`config.mk`:
```
export PLATFORM = sky130hd
export DESIGN_NAME = scl_rate_gen
export DESIGN_NICKNAME = d
export VERILOG_FILES = /design/src/rtl/scl_rate_pkg.sv /design/src/rtl/rate_reg.sv /design/src/rtl/prescale_ctr.sv /design/src/rtl/pow2_ctr.sv /design/src/rtl/scl_rate_gen.sv
export SDC_FILE = /design/constraint.sdc
export NUM_CORES = 1
export LEC_CHECK = 0
export CAP_MARGIN = 20
export CORE_MARGIN = 2
export CORE_UTILIZATION = 55
export CTS_CLUSTER_DIAMETER = 100
export CTS_CLUSTER_SIZE = 30
export DETAILED_ROUTE_END_ITERATION = 7
export PLACE_DENSITY_LB_ADDON = 0.2
export RECOVER_POWER = 50
export SLEW_MARGIN = 30
export SYNTH_ARGS = -nofsm -noshare
export SYNTH_HDL_FRONTEND = slang
export SYNTH_SLANG_ARGS = --single-unit
```
`constraint.sdc`:
```
create_clock -name clk_i -period 4.1 [get_ports clk_i]
set_clock_uncertainty 0.15 [all_clocks]
set_input_delay 0.82 -clock clk_i [delete_from_list [all_inputs] [get_ports clk_i]]
set_output_delay 0.82 -clock clk_i [all_outputs]
set_load 0.03 [all_outputs]
```
`src/rtl/scl_rate_pkg.sv`:
```
package scl_rate_pkg;
  localparam int unsigned M_W   = 4;
  localparam int unsigned N_W   = 3;
  localparam int unsigned POW_W = 1 << N_W;  // widest power stage: 2^(2^N_W)

  typedef struct packed {
    logic [M_W-1:0] m;
    logic [N_W-1:0] n;
  } rate_t;
endpackage

```
`src/rtl/rate_reg.sv`:
```
module rate_reg
  import scl_rate_pkg::*;
(
  input  logic       clk_i,
  input  logic       rst_ni,
  input  logic       we_i,
  input  logic [7:0] wdata_i,
  output rate_t      rate_o
);
  always_ff @(posedge clk_i or negedge rst_ni) begin
    if (!rst_ni)   rate_o <= '0;
    else if (we_i) rate_o <= rate_t'(wdata_i[M_W+N_W-1:0]);
  end

  AST_RATE_HOLD: assert property (@(posedge clk_i) disable iff (!rst_ni)
    !we_i |=> $stable(rate_o));
endmodule

```
`src/rtl/prescale_ctr.sv`:
```
module prescale_ctr #(
  parameter int unsigned W = 4
) (
  input  logic         clk_i,
  input  logic         rst_ni,
  input  logic         clr_i,
  input  logic [W-1:0] lim_i,
  output logic         wrap_o
);
  logic [W-1:0] cnt_q;

  assign wrap_o = (cnt_q == lim_i);

  always_ff @(posedge clk_i or negedge rst_ni) begin
    if (!rst_ni)      cnt_q <= '0;
    else if (clr_i)   cnt_q <= '0;
    else if (wrap_o)  cnt_q <= '0;
    else              cnt_q <= cnt_q + 1'b1;
  end

  AST_PRE_BOUND: assert property (@(posedge clk_i) disable iff (!rst_ni)
    !clr_i |=> cnt_q <= lim_i);
endmodule

```
`src/rtl/pow2_ctr.sv`:
```
module pow2_ctr #(
  parameter int unsigned EXP_W = 3,
  parameter int unsigned W     = 1 << EXP_W
) (
  input  logic             clk_i,
  input  logic             rst_ni,
  input  logic             clr_i,
  input  logic             step_i,
  input  logic [EXP_W-1:0] exp_i,
  output logic             done_o
);
  logic [W-1:0] cnt_q;
  logic [W:0]   span;
  logic [W-1:0] lim;

  // 2^(exp+1) steps per wrap; widened so exp = max does not overflow
  always_comb begin
    span = (W+1)'(1) << ({1'b0, exp_i} + 1'b1);
    lim  = span[W-1:0] - 1'b1;
  end

  assign done_o = step_i && (cnt_q == lim);

  always_ff @(posedge clk_i or negedge rst_ni) begin
    if (!rst_ni)      cnt_q <= '0;
    else if (clr_i)   cnt_q <= '0;
    else if (done_o)  cnt_q <= '0;
    else if (step_i)  cnt_q <= cnt_q + 1'b1;
  end

  AST_POW_IDLE: assert property (@(posedge clk_i) disable iff (!rst_ni)
    (!step_i && !clr_i) |=> $stable(cnt_q));
endmodule

```
`src/rtl/scl_rate_gen.sv`:
```
module scl_rate_gen
  import scl_rate_pkg::*;
#(
  parameter int unsigned PHASES     = 10,
  parameter int unsigned HIGH_START = 5,
  parameter int unsigned SAMPLE_PH  = 7
) (
  input  logic       clk_i,
  input  logic       rst_ni,
  input  logic       baud_we_i,
  input  logic [7:0] baud_wdata_i,
  output logic       tick_o,
  output logic       scl_o,
  output logic       sample_o
);
  localparam int unsigned PH_W = $clog2(PHASES);

  rate_t           rate;
  logic            pre_wrap;
  logic            pow_done;
  logic [PH_W-1:0] phase_q;

  rate_reg u_rate (
    .clk_i   (clk_i),
    .rst_ni  (rst_ni),
    .we_i    (baud_we_i),
    .wdata_i (baud_wdata_i),
    .rate_o  (rate)
  );

  prescale_ctr #(.W(M_W)) u_pre (
    .clk_i  (clk_i),
    .rst_ni (rst_ni),
    .clr_i  (baud_we_i),
    .lim_i  (rate.m),
    .wrap_o (pre_wrap)
  );

  pow2_ctr #(.EXP_W(N_W), .W(POW_W)) u_pow (
    .clk_i  (clk_i),
    .rst_ni (rst_ni),
    .clr_i  (baud_we_i),
    .step_i (pre_wrap),
    .exp_i  (rate.n),
    .done_o (pow_done)
  );

  // a write wins over a coinciding terminal count
  assign tick_o = pow_done && !baud_we_i;

  always_ff @(posedge clk_i or negedge rst_ni) begin
    if (!rst_ni)        phase_q <= '0;
    else if (baud_we_i) phase_q <= '0;
    else if (tick_o)    phase_q <= (phase_q == PH_W'(PHASES-1)) ? '0 : phase_q + 1'b1;
  end

  assign scl_o    = (phase_q >= PH_W'(HIGH_START));
  assign sample_o = tick_o && (phase_q == PH_W'(SAMPLE_PH));

  AST_TICK_FROM_PRE: assert property (@(posedge clk_i) disable iff (!rst_ni)
    tick_o |-> pre_wrap);
  AST_WR_RESTART: assert property (@(posedge clk_i) disable iff (!rst_ni)
    baud_we_i |=> !scl_o);
  AST_SCL_STEADY: assert property (@(posedge clk_i) disable iff (!rst_ni)
    (!tick_o && !baud_we_i) |=> $stable(scl_o));
  AST_SAMPLE_HIGH: assert property (@(posedge clk_i) disable iff (!rst_ni)
    sample_o |-> scl_o);
  AST_PHASE_BOUND: assert property (@(posedge clk_i) disable iff (!rst_ni)
    phase_q < PH_W'(PHASES));
endmodule

```
==> impl_metrics.csv <==
group,metric,value,unit
grt,grt_pass1_wl,4.22,mm
final_layout,fin_util,66.4,%
floorplanning,die_x,52.9,um
setup_path,critPathKind,"flop to output port",
power_and_ir_drop,p_per_area,294,nW/um2
cts,numCtsBuffers,3,
cts,clkLatencyLatePin,310,ps
cts,clockBufferDepth,2,
job,max-cap-violations,0,
cts,path_clk_slew,130,ps
sta,slew_headroom,19.6,%
sta,worst_hold_slack,376,ps
grt,grt_overflow_total,0,
grt,antenna_found_initial,0,
routing,vias_per_cell,5.61,
floorplanning,core_region_area,2230,um2
final_layout,drive_gt1_share,12.8,%
sta,setup_viol,0,
routing,drt-total-wl,2.37,mm
final_layout,final_common_cell,"dfrtp_1",
logic_synthesis,syn_nets,148,
setup_path,required,3130,ps
routing,drt_iter0_drc,14,
floorplanning,rows,17,
placement,routabilityCongestion,0.826,
cts,cts-root-buf,"clkbuf_4",
cts,cts_sinks,23,
sta,worst_pin_slew,1210,ps
final_layout,final_cell_mix,"dfrtp_1, nor2_1, xor2_1",
placement,port_buffers,12,
logic_synthesis,yosysSeqAreaShare,43.7,%
final_layout,antenna_cells,0,
routing,drcViolationCount,0,
routing,ant_nets,0,
logic_synthesis,synth_seq_cells,23,
hold_path,hold_class,"flop to flop",
sta,hold_viol_final,0,
floorplanning,dieArea,2800,um2
floorplanning,fp.dieH,52.9,um
setup_path,end_kind,"output port",
sta,finalCriticalPeriod,3830,ps
final_layout,fill_cells,191,
placement,dp_hpwl,1.80,mm
cts,cts_tree,"yes",
sta,max_freq,261,MHz
sta,drv_slew,0,
routing,drt_pass1_iterations,4,
setup_path,arrival,2860,ps
placement,pre_cts_ws,159,ps
grt,grt_max_degree,24,
sta,grt_setup_unrepaired,"false",
logic_synthesis,synth.distinct_cells,39,
setup_path,startpoint_type,"flop",
sta,finalCritPeriodShare,93.5,%
floorplanning,io_pins,14,
power_and_ir_drop,p_leak,0.638,nW
logic_synthesis,synth.avg_cell_area,9.82,um2
routing,wl_per_cell,13.4,um
grt,grt_pass1_vias,944,
final_layout,multi_input_area,682,um2
cts,cts_hold_buf,0,
grt,grt_util_all_layers,20.7,%
outcome,status,"finished, final reports clean",
final_layout,final_nets,164,
setup_path,rr_worst_depth,10,
cts,cts-htree-levels,1,
logic_synthesis,yosys_warnings,0,
final_layout,seq_area,576,um2
floorplanning,start_util,58.9,%
hold_path,hold_path_depth,1,
power_and_ir_drop,ir_worst_vdd,0.000268,V
logic_synthesis,syn_inst,134,
sta,fin_ws,266,ps
sta,tns,0,ps
routing,vias,993,
final_layout,area_delta_synth_final,12.7,%
logic_synthesis,syn_area,1320,um2
setup_path,critPathMaxFanout,6,
-- power by group --
part           switching (W)  internal, W  leakage [nW]
Sequential         0.0000104     0.000239         0.304
Clock              0.0000679    0.0000364        0.0177
Combinational      0.0000435    0.0000389         0.316
-- final cells by class --
type                       instances  share of cell area (%)
multi-input combinational         99                    46.0
sequential                        23                    38.8
timing repair buffer              18                    9.78
tap                               28                    2.36
clock buffer                       3                    1.52
inverter                           5                    1.26
clock inverter                     1                   0.337
-- state kept, by name, summed over array words and instances (netlist names) --
signal and cells:
phase_q 4, u_rate.rate_o 7, u_pre.cnt_q 4, u_pow.cnt_q 8
-- Yosys cell counts, drive strengths merged --
cell type | number | area [um2]
dfrtp | 23 | 576
nor2 | 18 | 67.6
xor2 | 12 | 105
o21ai | 8 | 40.0
xnor2 | 7 | 61.3
nand2 | 6 | 22.5
inv | 5 | 18.8
mux2 | 5 | 56.3
buf | 4 | 28.8
nand3 | 4 | 20.0
a21oi | 3 | 15.0
clkbuf | 3 | 11.3
ha | 3 | 37.5
nand2b | 3 | 18.8
nand4 | 3 | 18.8
nor4 | 3 | 33.8
and3 | 2 | 12.5
nor2b | 2 | 12.5
o2111a | 2 | 22.5
or4 | 2 | 15.0
a22oi | 1 | 7.51
a2bb2oi | 1 | 8.76
a311oi | 1 | 8.76
a31oi | 1 | 6.26
a32oi | 1 | 8.76
and2b | 1 | 8.76
conb | 1 | 3.75
nand3b | 1 | 7.51
nor3 | 1 | 5.00
nor3b | 1 | 7.51
nor4b | 1 | 8.76
nor4bb | 1 | 10.0
o2111ai | 1 | 8.76
o21bai | 1 | 7.51
o221ai | 1 | 8.76
or2 | 1 | 6.26
-- kinds of logic (layout without fill, tap and decap cells) --
family	after synthesis	after routing	share of synthesized area [%]
and+or+nand+nor	50	50	20.9
DFF	23	23	43.7
AOI/OAI and AO/OA	21	21	10.8
xor gates and xnor gates	19	19	12.6
buffers and inverters	12	27	4.47
muxes	5	5	4.28
adders and majority gates	3	3	2.85
other	1	1	0.285
-- worst paths after layout --
kind	slack [ps]	endpoint	from
worst max-delay path	270	sample_o	u_rate.rate_o[1]
worst min register to register	380	u_pre.cnt_q[0]	u_pre.cnt_q[0]
min in group asynchronous	580	phase_q[0]	rst_ni
worst max register to register	1130	phase_q[1]	u_rate.rate_o[1]
worst min-delay path	380	u_pre.cnt_q[0]	u_pre.cnt_q[0]
max in group asynchronous	2510	u_pow.cnt_q[2]	rst_ni
-- critical path, stage by stage (launching register included) --
cell,delay [ps]
dfrtp_1,400
nor2_1,160
nand2_1,80
ha_1,250
nor4bb_1,310
nor3_1,120
xnor2_1,160
or4_1,500
nor4_1,320
clkbuf_2,260
-- timing repair --
item,in CTS,in global routing
cloned,0,0
pin swaps,0,0
gates resized for setup,2,5
setup buffers,0,0
endpoints found under the setup margin,2,2
-- stage by stage --
step | cell area (um2) | cells | power [W]
after floorplan | 1320 | 134 | 0.000311
after global placement | 1480 | 173 | 0.000334
after detailed placement | 1470 | 173 | 0.000338
after CTS | 1500 | 177 | 0.000443
after global routing | 1480 | 177 | 0.000464
final | 1480 | 177 | 0.000436
-- metal layers --
metal,wire (um),track usage [%],vias to the layer above
met3,58,3.39,4
met2,1150,34.8,13
li1,-,-,495
met4,34,6.41,0
met1,1130,27.1,481
met5,0,0,-
Note: power is estimated with default switching activity, not from simulation.
